--- config.mk ---
export PLATFORM = sky130hd
export DESIGN_NAME = span_writer
export DESIGN_NICKNAME = d
export VERILOG_FILES = /design/src/rtl/span_pkg.sv /design/src/rtl/span_shifter.sv /design/src/rtl/plane_merge.sv /design/src/rtl/span_writer.sv
export SDC_FILE = /design/constraint.sdc
export NUM_CORES = 1
export LEC_CHECK = 0
export BUFFER_PORTS_ARGS = -buffer_cell sky130_fd_sc_hd__buf_2
export CAP_MARGIN = 20
export CORE_ASPECT_RATIO = 0.5
export CORE_UTILIZATION = 40
export CTS_CLUSTER_DIAMETER = 30
export CTS_CLUSTER_SIZE = 20
export DETAILED_ROUTE_END_ITERATION = 8
export PLACE_DENSITY = 0.65
export SLEW_MARGIN = 0
export SYNTH_ARGS = -nofsm -noshare
export SYNTH_HDL_FRONTEND = slang
export SYNTH_SLANG_ARGS = --single-unit
--- constraint.sdc ---
create_clock -name clk -period 2.25 [get_ports clk]
set_clock_uncertainty 0.15 [all_clocks]
set_input_delay 0 -clock clk [delete_from_list [all_inputs] [get_ports clk]]
set_output_delay 0 -clock clk [all_outputs]
set_load 0.05 [all_outputs]
--- src/rtl/span_pkg.sv ---
package span_pkg;
  typedef enum logic [1:0] {
    ST_IDLE  = 2'd0,
    ST_READ  = 2'd1,
    ST_MERGE = 2'd2,
    ST_WRITE = 2'd3
  } span_state_e;
endpackage

--- src/rtl/span_shifter.sv ---
// Places the pattern into a two-word window, MSB = position 0.
module span_shifter #(
  parameter int DW = 16,
  localparam int OW = $clog2(DW)
) (
  input  logic [DW-1:0] pattern,
  input  logic [OW-1:0] offset,
  input  logic          second,
  output logic [DW-1:0] bits,
  output logic          spills
);
  logic [2*DW-1:0] window;

  always_comb begin
    window = {pattern, {DW{1'b0}}} >> offset;
    bits   = second ? window[DW-1:0] : window[2*DW-1:DW];
    spills = (offset != '0);
  end
endmodule

--- src/rtl/plane_merge.sv ---
// Merges placed pattern bits into one plane word; variant chosen by COLOUR.
module plane_merge #(
  parameter int DW     = 16,
  parameter bit COLOUR = 1'b0
) (
  input  logic [DW-1:0] old_word,
  input  logic [DW-1:0] bits,
  input  logic          level,
  output logic [DW-1:0] new_word
);
  generate
    if (COLOUR) begin : g_colour
      always_comb new_word = level ? (old_word | bits) : (old_word & ~bits);
    end else begin : g_visible
      logic unused_level;
      always_comb begin
        unused_level = level;
        new_word     = old_word | bits;
      end
    end
  endgenerate
endmodule

--- src/rtl/span_writer.sv ---
module span_writer #(
  parameter int DW    = 16,
  parameter int WORDS = 3072,
  localparam int AW = $clog2(WORDS),
  localparam int OW = $clog2(DW)
) (
  input  logic          clk,
  input  logic          rst,
  input  logic          cmd_valid,
  output logic          cmd_ready,
  input  logic [AW-1:0] cmd_addr,
  input  logic [OW-1:0] cmd_offset,
  input  logic [DW-1:0] cmd_pattern,
  input  logic          cmd_level,
  input  logic          cmd_buf,
  output logic [AW:0]   mem_addr,
  output logic          mem_rd,
  output logic          mem_wr,
  input  logic [DW-1:0] vis_rdata,
  input  logic [DW-1:0] lvl_rdata,
  output logic [DW-1:0] vis_wdata,
  output logic [DW-1:0] lvl_wdata,
  output logic          done
);
  import span_pkg::*;

  span_state_e   state;
  logic [DW-1:0] pat_q;
  logic [OW-1:0] ofs_q;
  logic          lvl_q;
  logic          second_q;
  logic [DW-1:0] placed;
  logic          spills;
  logic [DW-1:0] vis_new;
  logic [DW-1:0] lvl_new;

  span_shifter #(.DW(DW)) shifter_i (
    .pattern (pat_q),
    .offset  (ofs_q),
    .second  (second_q),
    .bits    (placed),
    .spills  (spills)
  );

  plane_merge #(.DW(DW), .COLOUR(1'b0)) vis_merge_i (
    .old_word (vis_rdata),
    .bits     (placed),
    .level    (lvl_q),
    .new_word (vis_new)
  );

  plane_merge #(.DW(DW), .COLOUR(1'b1)) lvl_merge_i (
    .old_word (lvl_rdata),
    .bits     (placed),
    .level    (lvl_q),
    .new_word (lvl_new)
  );

  assign cmd_ready = (state == ST_IDLE);

  always_ff @(posedge clk) begin
    if (rst) begin
      state     <= ST_IDLE;
      pat_q     <= '0;
      ofs_q     <= '0;
      lvl_q     <= 1'b0;
      second_q  <= 1'b0;
      mem_addr  <= '0;
      mem_rd    <= 1'b0;
      mem_wr    <= 1'b0;
      vis_wdata <= '0;
      lvl_wdata <= '0;
      done      <= 1'b0;
    end else begin
      done <= 1'b0;
      unique case (state)
        ST_IDLE: begin
          if (cmd_valid) begin
            pat_q    <= cmd_pattern;
            ofs_q    <= cmd_offset;
            lvl_q    <= cmd_level;
            second_q <= 1'b0;
            mem_addr <= {cmd_buf, cmd_addr};
            mem_rd   <= 1'b1;
            state    <= ST_READ;
          end
        end
        ST_READ: begin
          mem_rd <= 1'b0;
          state  <= ST_MERGE;
        end
        ST_MERGE: begin
          mem_wr    <= 1'b1;
          vis_wdata <= vis_new;
          lvl_wdata <= lvl_new;
          state     <= ST_WRITE;
        end
        ST_WRITE: begin
          mem_wr <= 1'b0;
          if (!second_q && spills) begin
            second_q         <= 1'b1;
            mem_addr[AW-1:0] <= mem_addr[AW-1:0] + 1'b1;
            mem_rd           <= 1'b1;
            state            <= ST_READ;
          end else begin
            done  <= 1'b1;
            state <= ST_IDLE;
          end
        end
        default: state <= ST_IDLE;
      endcase
    end
  end

  AST_BUSY_NOT_READY: assert property (@(posedge clk) disable iff (rst)
    (mem_rd || mem_wr) |-> !cmd_ready);
  AST_NO_RD_WR_OVERLAP: assert property (@(posedge clk) disable iff (rst)
    !(mem_rd && mem_wr));
  AST_WRITE_AFTER_READ: assert property (@(posedge clk) disable iff (rst)
    $rose(mem_wr) |-> $past(mem_rd, 2) && (mem_addr == $past(mem_addr, 2)));
  AST_DONE_AFTER_WRITE: assert property (@(posedge clk) disable iff (rst)
    done |-> $past(mem_wr) && cmd_ready);
  AST_DONE_SINGLE: assert property (@(posedge clk) disable iff (rst)
    done |=> !done);
  AST_NEXT_WORD: assert property (@(posedge clk) disable iff (rst)
    (mem_rd && $past(mem_wr)) |->
      (mem_addr[AW-1:0] == AW'($past(mem_addr[AW-1:0]) + 1'b1)) &&
      (mem_addr[AW] == $past(mem_addr[AW])));
endmodule

# == Word-level counts from Yosys, hierarchy flattened ==
# Index checks and enable logic that the tools add are counted.
# word_totals
regBits,72
input_bits,69
output_inout_bits,49
elab_cells,50
# op_classes
add_sub_neg,1
n_eq_ne,5
n_shift,1
n_mux,15
n_bitwise,5
reduce_logical,11
# ops
operator,count
2-to-1 mux 16 bit,2
OR 16 bit,2
right shift 32 x 4 -> 32 bit,1
2-to-1 mux 12 bit,2
one-hot mux 12 bit (2 select lines),1
AND 16 bit,1
NOT 16 bit,1
"adder 12 x 1 -> 12 bit, second input constant",1
one-hot mux 2 bit (4 select lines),1
AND reduction 3 bit,2
2-to-1 mux 1 bit,5
"equality test 2 bit, second input constant",2
"!= test 2 bit, second input constant",2
one-hot mux 1 bit (2 select lines),2
nonzero test 2 bit,2
nonzero test 4 bit,1
one-hot mux 1 bit (3 select lines),1
nonzero test 3 bit,1
"equality test 2 x 1 -> 1 bit, second input constant",1
logical NOT 2 bit,1
2-to-1 mux 2 bit,1
AND reduction 2 bit,1
OR reduction 2 bit,1
logical AND 1 bit,1
2 further kinds,2

# == Longest topological paths before layout ==
# Gate-level depths: netlist of run 1.
# depth
ltp_word,5
ltp_mapped,9
depth_no_buf,7

# == Cells and area by module ==
# From an unflattened synthesis of run 1, not the netlist that was laid out.
# hier_totals
cells_unflattened,475
hier_area_um2,4234.1
# by_module_without_submodules
mod,instances,cells_each,area_per_inst_um2,seq_area_each_um2
span_writer,1,333,2942.8,1441.4
span_shifter,1,109,962.2,0.0
plane_merge at lvl_merge_i,1,17,229.0,0.0
plane_merge at vis_merge_i,1,16,100.1,0.0

# == Least setup slack after synthesis of run 1 ==
# Ideal clock, no wire load.
# synth_timing
path_type,register to register
start,register state[0]
end,register mem_addr[10]
setup_ps,74
t_arrival_ps,2541
t_required_ps,2026
slack_ps,-515
stages_incl_launch_ff,10
n_path_buf,2
period_less_slack_ps,2765
path_cell_list,dfxtp_1 > inv_1 > ha_1 > and2_1 > clkbuf_1 > a21oi_1 > or2_2 > clkbuf_1 > or4_1 > a31oi_1
# synth_between
elab_chain_len,3
elab_cells_between_ends,7
cone_classes,3 x eq/ne; 1 x mux; 3 x reduce/logical
# synth_rtl
element,line_no,rtl
"start, declared",span_writer.sv:27,span_state_e state;
"start signal, assigned",span_writer.sv:63,state <= ST_IDLE;
"start signal, assigned",span_writer.sv:85,state <= ST_READ;
"start signal, assigned",span_writer.sv:90,state <= ST_MERGE;
logical NOT 2 bit *,--,
via cmd_ready,span_writer.sv:10,"output logic cmd_ready,"
!= test 2 bit (no line) or nonzero test 2 bit (tied branches),--,
AND reduction 3 bit (no line),--,
"end signal, assigned",span_writer.sv:83,"mem_addr <= {cmd_buf, cmd_addr};"
"end signal, assigned by index",span_writer.sv:102,mem_addr[AW-1:0] <= mem_addr[AW-1:0] + 1'b1;
"end, declared",span_writer.sv:16,"output logic [AW:0] mem_addr,"
# Mark *: on every way through the listed nets, which the timed path passes. The rest lies on a longest branch.
# A chain may end at the register's enable or synchronous reset.

# == Worst setup path in the final report of run 1 ==
# layout_timing
start,register ofs_q[1]
end,register lvl_wdata[13]
# layout_between
elab_chain_len,5
elab_cells_between_ends,6
cone_classes,1 x shift; 2 x mux; 3 x bitwise
# layout_rtl
element,line_no,rtl
"start, declared",span_writer.sv:29,logic [OW-1:0] ofs_q;
"start signal, assigned",span_writer.sv:80,ofs_q <= cmd_offset;
right shift 32 x 4 -> 32 bit *,span_shifter.sv:15,"window = {pattern, {DW{1'b0}}} >> offset;"
2-to-1 mux 16 bit *,span_shifter.sv:16,bits = second ? window[DW-1:0] : window[2*DW-1:DW];
NOT 16 bit,plane_merge.sv:13,always_comb new_word = level ? (old_word | bits) : (old_word & ~bits);
AND 16 bit,plane_merge.sv:13,
2-to-1 mux 16 bit *,plane_merge.sv:13,
"end signal, assigned",span_writer.sv:95,lvl_wdata <= lvl_new;
"end, declared",span_writer.sv:22,"output logic [DW-1:0] lvl_wdata,"
# Mark *: on every way between the ends. The rest lies on a longest branch, timed or not.

==> results.md, run 1 <==
- The run finished, with violations left.
- The final reports fail on DRC, setup timing.
- The Yosys step of the flow raised 0 warnings.
- The static leakage is 2.53 nW.
- The CTS tree is done.
- The synthesized-area fraction occupied by ao, oa, aoi and oai cells was 0.231.
- The part of the total power dissipated in sequential elements is 0.272.
- At the pin with the least slew margin, the transition time is 495 ps.
- With fillers left out, the area of the finished cells amounts to 6370 µm².
- The number of maximum-capacitance violations is 0.
- Buffers inserted during clock tree synthesis total 9.
- The final-layout worst hold slack is 14.9 ps.
- The net count of the mapped netlist is 602.
- The unique cell type count in the Yosys netlist is 62.
- The setup total negative slack is -48.4 ps.
- The portion of synthesized area spent on multiplexers is 0.110.
- The internal power contribution is 0.00377 W.
- For this run, the total global-route usage over all layers was measured as 0.254.
- The tree is rooted in a clkbuf_16.
- The gate count after technology mapping is 527.
- Among all flip-flop cells after synthesis, the most frequent one is dfxtp_1.
- The insertion delay of the later-clocked pin in the worst-skew pair is 350 ps.
- The x dimension of the die is 148 µm.
- The critical setup path kind is flip-flop to flip-flop.
- The hold violation count in the final report came to 0.
- The cell area that synthesis handed to floorplanning was 4250 µm².
- The average vias per placed instance is 5.53.
- The final critical path time including I/O delays and setup is 2290 ps.
- The initial antenna violation count is 0.
- On the worst path, the slowest cell contributes a delay of 510 ps.
- The synthesized design contains 0 enable-type register cells.
- In the routed design, unresolved DRC markers number 1.
- Summed over all nets, the switching power comes to 0.00316 W.
- Of the total synthesized cell area, the portion taken by XOR and XNOR cells is 0.
- At the end of routability-driven placement, the weighted congestion stood at 0.950.
- In the final layout, the share of cells above drive strength 1 is 0.300.
- Setup violations remaining at the end of the flow were counted as 2.
- After synthesis, the share of flip-flops with an asynchronous set or reset is 0.
- The number of buffers on the longest clock path is 2.
- The first-pass detailed-route iteration total is 9.
- The final period utilization is 1.02.
- The number of nets still failing antenna checks after routing is 0.
- The classification of the worst-slack hold path is input port to flip-flop.
- By area, the combinational part of the netlist is dominated by simple AND/OR/NAND/NOR gates.
- Of the total synthesized cell area, the portion taken by full adders, half adders and majority gates is 0.0176.
- After detailed routing, the average wire length per cell comes to 16.1 µm.
- The initial utilization of the core area, before any placement, comes to 0.414.
- The repair_antennas step left the layout with diodes totalling 0.
- The number of synthesized register bits is 72.
- The clock net in this run drives a total of 72 sinks.
- The placeable core region is 10300 µm².
- In the layout the commonest cells are 117 x buf_2, 69 x nand2_1, 69 x dfxtp_1, 66 x dlygate4sd3_1, 62 x nor2_1.
- The floorplan has 26 rows.
- In the post-synthesis netlist, the biggest area contributors are dfxtp_1 34%, nand2_1 6.1%, nor2_1 5.6%.
- The post-detailed-placement cell area is 5210 µm².
- The deepest level of the CTS H-tree is 3.
- The share of the Yosys chip area taken by registers is 0.339.
- The first global-routing pass estimated 21800 µm of wire.
- Summed over all layers, the routed wires come to 13900 µm.
- The violation count after the first detailed-routing iteration is 330.
- The floorplan step set the die height to 74.9 µm.
- Clock-pin slew was measured on the worst setup and hold paths at 60 ps.
- Setup repair after global routing could not meet its margin everywhere.
- Power comes to 0.00693 W.
- The highest clock rate is 0.437 GHz.
- The cell with the largest stage delay on the worst path is mux4_2.
- Entering global routing, the biggest net connects 74 pins.
- The post-synthesis area per instance is 8.07 µm².
- The via count of the first global-routing pass is 4267.
- The floorplan die area is 11100 µm².
- The wire-length estimate of the detail-placed layout is 9260 µm.
- Counting instances, the worst hold path has a depth of 4.
- The count of final max-slew check failures is 0.
- The worst pin sits at a relative slew slack of 0.669.
- The most common library cell in the layout ignoring fill and taps is buf_2.
- The via count of the routed design is 4770.
- In this run the worst path has a maximum fanout of 8.
- The area share of the largest cell type after synthesis is 0.339.
- Fill cells in the final layout number 910.
- The worst setup path is launched from a flip-flop.
- The setup slack of the critical path after layout is -36.2 ps.
- VDD sags by at most 0.590 mV.
- The residual overflow from global routing is 0.
- Walking the worst path, the cells encountered are buf_12 -> mux2i_4 -> mux4_2 -> and2_4 -> or3_4 -> a2111oi_4.
- Data on the critical path is required at its endpoint by 2340 ps.
- In the final design database the tool counted 793 nets.
- The fraction of power spent switching nets is 0.456.
- The signed area change from the synthesized netlist to the final layout is 49.7%.
- The top-level port count is 118.
- In this run the power density over the cells is 1090 nW/µm².
- The element type at the critical path end is a flip-flop.
- The proportion of power drawn by combinational gates is 0.520.
- The number of cells on the worst reg-to-reg path is 6.
- The worst endpoint data arrival time is 2380 ps.
- The clock power share is 0.208.
- The post-synthesis simple-gate area fraction is 0.246.
- The cell taking the most area after synthesis is dfxtp_1.
- The count of buffers from port buffering is 117.
sequential cells by signal (all words and copies together), names as in the netlist:
signal     flops
done           1
lvl_q          1
lvl_wdata     16
mem_addr      13
mem_rd         1
mem_wr         1
ofs_q          4
pat_q         16
second_q       1
state          2
vis_wdata     16
area by class of cell:
class / instances / area (µm²) / share of cell area
clock buffer: 9 / 225 / 0.0354
clock inverter: 7 / 71.3 / 0.0112
inverter: 15 / 56.3 / 0.00884
multi-input combinational: 401 / 2750 / 0.432
sequential: 72 / 1450 / 0.227
tap: 140 / 175 / 0.0275
timing repair buffer: 219 / 1640 / 0.258
repair_timing:
action                     in CTS  in global routing
cloned                          1                  0
setup endpoints to repair       6                 24
pin swaps                       0                  2
buffers inserted                1                  0
hold endpoints to repair       66                  0
hold buffers                   66                  0
resized for setup               9                 25
cell families (layout without fill, tap and decap cells):
group	after synthesis	in the layout
simple gates	222	222
buf+inv	54	250
flops	72	72
compound gates	139	139
fa+ha+maj	6	6
mux	34	34
path summary, 6_finish.rpt:
kind,startpoint,end,slack [ps]
worst max-delay path,ofs_q[1]$_SDFFE_PP0P_,lvl_wdata[13]$_SDFFE_PP0P_,-40
worst min-delay path,cmd_valid,mem_addr[2]$_SDFFE_PP0P_,10
worst max register to register,ofs_q[1]$_SDFFE_PP0P_,lvl_wdata[13]$_SDFFE_PP0P_,-40
worst min register to register,vis_wdata[10]$_SDFFE_PP0P_,vis_wdata[10]$_SDFFE_PP0P_,330
through the flow:
step,setup WS (ps),utilization,cells
2_1_floorplan,5.34,-,527
3_3_place_gp,-26.2,0.506,779
3_5_place_dp,-80.1,0.506,779
4_1_cts,-19.1,0.608,863
5_1_grt,-93.8,0.619,863
6_report,-36.2,0.619,863
routing by layer:
metal / GRT usage / wire length (µm) / part of all wire / vias up
li1: - / - / - / 2322
met1: 0.351 / 6820 / 0.49 / 2274
met2: 0.406 / 6120 / 0.44 / 158
met3: 0.0545 / 792 / 0.057 / 16
met4: 0.0722 / 155 / 0.011 / 0
met5: 0 / 0 / 0 / -
power groups by stage:
stage / clock network, W / registers (W) / logic (W)
6_report: 0.00144 / 0.00189 / 0.00360
5_1_grt: 0.00152 / 0.00193 / 0.00390
4_1_cts: 0.00146 / 0.00188 / 0.00347
3_5_place_dp: 0 / 0.00190 / 0.00330
3_3_place_gp: 0 / 0.00189 / 0.00329
2_1_floorplan: 0 / 0.00267 / 0.00162
Yosys cell counts (3+ instances only):
cell,instances
or3_1,4
a31oi_1,6
mux2_2,3
nand2_1,69
buf_2,7
and2_1,10
o21ai_0,15
nand3_1,8
a21oi_1,37
nor2b_1,5
nor4_1,13
a211oi_1,18
a2111oi_0,8
a21o_1,4
ha_1,6
nand2b_1,14
mux4_2,10
nor2_1,63
and3_1,4
inv_1,14
a22o_1,4
clkbuf_1,25
o31a_1,5
o32ai_1,4
nor3_1,17
nand4_1,3
a311oi_1,8
buf_1,4
mux2i_1,21
dfxtp_1,72
o22ai_1,4
worst max-delay path: cells and delay by family, from the launching register on:
family	cells	cell delay (ps)
simple gates	2	560
flops	1	350
mux	2	710
buf+inv	1	150
compound gates	1	280
No activity file was read; power rests on OpenSTA's default activity.
==> run 2, diff against run 1 <==
- clock period: 2.25 -> 2 ns (I/O delays scaled with it)
==> run 2 against run 1 <==
  * The flow finishes with violations (hold timing, setup timing)
  * Combinational power rose by 27%
  * Worst setup slack got worse by 180 ps
  * Sequential power rose by 13%
  * Sequential share of layout area fell by 1.7 points
  * Highest routed layer unchanged
  * Clock power rose by 5%
  * Largest cell class unchanged
  * Critical endpoint is now lvl_wdata[5]$_SDFFE_PP0P_
  * Via count rose by 5.5%
  * Sequential cell count did not move
  * Critical path depth did not move
==> results.md, run 2 (synthesis results as in run 1) <==
- The via count of the first global-routing pass is 4578.
- The final-layout worst hold slack is -12.4 ps.
- Setup repair after global routing could not meet its margin everywhere.
- Setup violations remaining at the end of the flow were counted as 31.
- The internal power contribution is 0.00447 W.
- Counting cells, the worst reg-to-reg path comes to 6.
- Of the total power, registers draw 0.261.
- The final period utilization is 1.11.
- The floorplan step set the die width to 148 µm.
- The switching power summed over all nets is 0.00375 W.
- For this run, the share of the core covered by cells in the final layout is 0.676.
- The number of nets still failing antenna checks after routing is 0.
- The fraction of power spent switching nets is 0.456.
- The library cell used most frequently in the layout, excluding fill and tap cells, is buf_2.
- Summing over every cut layer, the via total after detailed routing is 5031.
- The floorplan die area is 11100 µm².
- The flow ran to the end, but the final reports show violations.
- The first detailed-routing pass ran for 6 iterations.
- In this run the worst hold path is classified as input port to flip-flop.
- CTS placed an instance of clkbuf_16 at the clock tree root.
- Data arrives at the worst endpoint at 2280 ps.
- The count of final max-slew check failures is 0.
- The initial cell density of the core is 0.414.
- The number of remaining DRC errors is 0.
- Summed over all nets, the half-perimeter wirelength after detailed placement is 9910 µm.
- In the final layout, the registers with the most flip-flops are lvl_wdata: 16 flops, pat_q: 16 flops, vis_wdata: 16 flops.
- The worst path in the final design needs a cycle of 2220 ps, including I/O delays and setup.
- The violation count after the first detailed-routing iteration is 348.
- In this run the core area contains 26 standard-cell rows.
- The initial antenna violation count is 0.
- The clock reaches the later pin of the worst-skew pair after 340 ps.
- Leaving out fill and tap cells, the most frequent cells in the layout are 117 x buf_2, 77 x buf_4, 67 x nand2_1, 65 x dlygate4sd3_1, 64 x dfxtp_1.
- Timing analysis after detailed placement gives a worst setup slack of -285 ps.
- In the final layout, the share of cells above drive strength 1 is 0.405.
- The number of nets in the layout is 842.
- The setup total negative slack is -3650 ps.
- The data required time at the worst endpoint is 2060 ps.
- The worst setup path is launched from a flip-flop.
- The clock power share is 0.184.
- The register clock-pin slew on the reported worst setup and hold paths is 60 ps.
- The hold violation count in the final report was 1.
- Entering global routing, the biggest net connects 51 pins.
- Max-cap violations in this run came to 0.
- Dividing the detail-routed wire length by the instance count gives 16.5 µm.
- The worst vdd rail ir drop is 0.676 mV.
- The highest net fanout along the worst path is 6.
- The filler cell count in the final layout is 840.
- Across all setup checks in the final design, the least slack found is -219 ps.
- The static leakage is 2.78 nW.
- The first global-routing pass estimated 23200 µm of wire.
- The total length of routed wires is 15000 µm.
- The instance count along the most critical hold path is 4.
- The proportion of power drawn by combinational gates is 0.556.
- The count of buffers from port buffering is 117.
- The highest clock rate is 0.451 GHz.
- The final reports fail on hold timing, setup timing.
- The worst relative slew slack is 0.660.
- Compared with the post-synthesis result, the final layout area differs by 63.2%.
- Dividing the detail-routed via count by the number of cells gives 5.52.
- The die is 74.9 µm tall.
- The number of antenna diodes in the final layout is 0.
- The placeable core region is 10300 µm².
- After global routing the overflow that remains totals 0.
- The final non-filler cell total is 911.
- The number of sinks driven by the clock tree is 72.
- The CTS tree is done.
- The worst setup path is captured at a flip-flop.
- Across every metal layer, demand over resource in global routing totals 0.273.
- The total power per unit cell area is 1180 nW/µm².
- The total clock buffers created by CTS is 9.
- The top-level port count is 118.
- The number of placed instances, taps included, is 821.
- The number of buffers on the longest clock path is 2.
- The critical setup path kind is flip-flop to flip-flop.
- At the pin with the least slew margin, the transition time is 505 ps.
- The deepest level of the CTS H-tree is 3.
- The congestion estimate from routability-driven global placement came to 0.936.
[run 2: worst max-delay path, stage by stage, from the launching register on]
cell	delay, ps
dfxtp_4	420
mux2i_2	320
mux4_2	350
buf_4	140
o2bb2ai_4	70
or2_1	220
a2111oi_0	410
[run 2: layout make-up]
cell class | instances | area (µm²) | area share
clock inverter | 3 | 17.5 | 0.00252
inverter | 15 | 56.3 | 0.00811
sequential | 72 | 1460 | 0.210
timing repair buffer | 268 | 1960 | 0.282
tap | 140 | 175 | 0.0252
multi-input combinational | 401 | 3020 | 0.435
clock buffer | 12 | 256 | 0.0369
[run 2: worst paths after layout]
| path | end | slack [ps] | start |
|---|---|---|---|
| setup / recovery | lvl_wdata[5]$_SDFFE_PP0P_ | -220 | ofs_q[1]$_SDFFE_PP0P_ |
| hold / removal | lvl_wdata[6]$_SDFFE_PP0P_ | -10 | lvl_rdata[6] |
| setup reg to reg | lvl_wdata[5]$_SDFFE_PP0P_ | -220 | ofs_q[1]$_SDFFE_PP0P_ |
| hold reg to reg | mem_addr[12]$_SDFFE_PP0P_ | 310 | mem_addr[12]$_SDFFE_PP0P_ |
[run 2: what timing repair did]
item / CTS / global route
buffers inserted: 7 / 4
hold endpoints to repair: 64 / 0
setup endpoints to repair: 43 / 40
hold buffers: 65 / 0
pin swaps: 14 / 13
gates resized for setup: 49 / 38
[run 2: stage by stage]
stage | power [W] | cell area [µm²]
after floorplan | 0.00489 | 4360
after global placement | 0.00608 | 5530
final | 0.00822 | 6940
after CTS | 0.00800 | 6740
after global routing | 0.00870 | 6940
after detailed placement | 0.00612 | 5530
[run 2: power groups by stage]
stage	Combinational, W	Clock [W]	Sequential, W
2_1_floorplan	0.00188	0	0.00302
3_3_place_gp	0.00396	0	0.00212
3_5_place_dp	0.00399	0	0.00213
4_1_cts	0.00434	0.00154	0.00212
5_1_grt	0.00492	0.00159	0.00219
6_report	0.00457	0.00151	0.00214
[run 2: layer usage]
metal | share of wire | wire length, µm | track usage | vias up
met5 | 0 | 0 | 0 | -
met2 | 0.45 | 6770 | 0.454 | 203
li1 | - | - | - | 2433
met3 | 0.073 | 1100 | 0.0600 | 19
met1 | 0.46 | 6950 | 0.361 | 2376
met4 | 0.013 | 191 | 0.0802 | 0
==> run 3, diff against run 2 <==
- PLACE_DENSITY: 0.65 -> 0.66
==> run 3 against run 2 <==
  * The run ends with setup timing left
  * Utilization grew 1.7 points
  * Die area is the same
  * Sequential share of layout area shrank 0.52 points
  * Register-to-register slack lost 30 ps
  * First-iteration DRC count grew 8.0%
  * Critical path depth grew 1
  * Combinational power grew 4.6%
  * Design area grew 2.6%
  * Global-route usage shrank 0.58 points
  * Largest cell class unchanged
==> results.md, run 3 (synthesis results as in run 1) <==
- Setup repair after global routing could not meet its margin everywhere.
- The residual overflow from global routing is 0.
- The finished cells cover 7120 µm².
- The setup slack of the most critical reg-to-reg path is -250 ps.
- Traced cell by cell, the critical path runs through buf_12 -> buf_12 -> mux2i_4 -> mux4_2 -> a221oi_4 -> nor4_1 -> nor3b_1.
- The cell with the largest stage delay on the worst path is mux4_2.
- The worst vdd rail ir drop is 0.630 mV.
- In this run the remaining antenna-violating nets after routing total 0.
- The register clock-pin slew on the reported worst setup and hold paths is 60 ps.
- The initialized floorplan defines 26 standard-cell rows.
- The initial cell density of the core is 0.414.
- The count of final max-slew check failures is 0.
- The clock drives 72 sinks.
- The violation count after the first detailed-routing iteration is 376.
- For the worst setup path, the data required time is 2110 ps.
- The measured slew at the worst slew-check pin is 520 ps.
- The total length of routed wires is 15300 µm.
- The post-detailed-placement cell area is 5550 µm².
- Along the worst path, the maximum fanout reaches 7.
- The x dimension of the die is 148 µm.
- The post-placement setup slack is -330 ps.
- The top cell family by delay on the critical path is multiplexers.
- For this run, the total global-route usage over all layers was measured as 0.267.
- The CTS tree is done.
- The worst relative slew slack is 0.650.
- The flow ran to the end, but the final reports show violations.
- 0 antenna diodes ended up in the layout.
- The element type at the critical path end is a flip-flop.
- The launching element type of the critical path is a flip-flop.
- The HPWL after detailed placement is 9560 µm.
- Leaving out fill and tap cells, the most frequent cells in the layout are 117 x buf_2, 71 x buf_4, 66 x nand2_1, 64 x dfxtp_1, 64 x dlygate4sd3_1.
- In the routed layout, each cell is associated on average with a via count of 5.55.
- The via count of the first global-routing pass is 4549.
- The number of nets in the layout is 840.
- The cell sitting at the root of the clock tree is a clkbuf_16.
- The setup slack of the critical path after layout is -246 ps.
- The largest registers in the layout are lvl_wdata: 16 flops, pat_q: 16 flops, vis_wdata: 16 flops.
- The critical path depth is 7.
- The most numerous cell on the critical path is buf_12.
- The classification of the worst-slack hold path is input port to flip-flop.
- 118 I/O pins were placed.
- The checks that failed: setup timing.
- The setup total negative slack is -3850 ps.
- The number of maximum-capacitance violations is 0.
- The first-pass detailed-route iteration total is 5.
- The hold violation count in the final report is 0.
- The count of endpoints failing setup in the final report is 30.
- The floorplan die area is 11100 µm².
- The final critical path time including I/O delays and setup is 2250 ps.
- The first-pass GRT wire length is 22900 µm.
- The total power per unit cell area is 1180 nW/µm².
- The analysis attributes to cell leakage a power of 2.82 nW.
- The placer's final routability congestion estimate is 0.918.
- In the routed design, unresolved DRC markers number 0.
- At the later pin of the worst-skew pair, clock insertion delay measures 350 ps.
- The H-tree was split into 3 levels.
- Counting both buffers and inverters, the worst setup path holds a total of 2.
- Static timing analysis puts the maximum clock frequency at 0.445 GHz.
- The floorplan step defined a core boundary enclosing 10300 µm².
- The initial antenna violation count is 0.
- Clock tree synthesis inserted a total of 9 buffers.
- Leaving out fill and tap cells, the most frequent cell in the layout is buf_2.
- The share of layout cells above drive strength 1 is 0.412.
- The largest net degree at the start of global routing is 51.
- Relative to the synthesized area, the layout overhead comes to 67.4%.
- The number of buffers on the longest clock path is 2.
- The worst hold path was traced through 2 stages.
- In the finished design, the share of the clock period the worst path needs comes to 1.12.
- The wire length per cell after detailed routing is 16.8 µm.
- The critical setup path kind is flip-flop to flip-flop.
- The final core utilization is 0.693.
- The peak per-stage delay on the critical path is 560 ps.
- The die boundary height is 74.9 µm.
- The worst register-to-register path has a depth of 7.
- The count of buffers from port buffering is 117.
- The worst endpoint data arrival time is 2360 ps.
- The via count of the routed design is 5054.
==> run 3: cell type report <==
type                    count  area [µm²]
clock inverters             3        17.5
repair buffers            266        2020
flip-flops and latches     72        1460
clock buffers              13         250
multi-input cells         401        3150
fillers                   770        3160
inverters                  15        56.3
well taps                 140         175
==> run 3: path summary, 6_finish.rpt <==
kind,to,startpoint
setup / recovery,lvl_wdata[14]$_SDFFE_PP0P_,ofs_q[1]$_SDFFE_PP0P_
hold / removal,vis_wdata[12]$_SDFFE_PP0P_,rst
setup reg to reg,lvl_wdata[14]$_SDFFE_PP0P_,ofs_q[1]$_SDFFE_PP0P_
hold reg to reg,mem_addr[12]$_SDFFE_PP0P_,mem_addr[12]$_SDFFE_PP0P_
==> run 3: routing by layer <==
metal,global-route usage,wire length (µm),vias up,share of wire
li1,-,-,2425,-
met1,0.358,7050,2432,0.46
met2,0.441,7080,170,0.46
met3,0.0497,869,27,0.057
met4,0.0882,264,0,0.017
met5,0,0,-,0
==> run 3: timing repair <==
action                                  4_1_cts  5_1_grt
hold buffers                                 64        0
gates cloned                                  2        0
endpoints found under the setup margin       44       41
endpoints found under the hold margin        64        0
buffers inserted                              5        4
pin swaps                                    20       22
gates resized for setup                      65       41
==> run 3: power by group <==
part           internal, W  switching (W)
Sequential         0.00181       0.000322
Clock             0.000870       0.000612
Combinational      0.00187        0.00291
==> run 3: per-stage QoR <==
step | total power, W | hold WS, ps | cells
2_1_floorplan | 0.00489 | -17.9 | 527
3_3_place_gp | 0.00606 | 71.9 | 820
3_5_place_dp | 0.00610 | 74.4 | 820
4_1_cts | 0.00809 | 4.93 | 907
5_1_grt | 0.00885 | 46.0 | 910
6_report | 0.00840 | 20.9 | 910
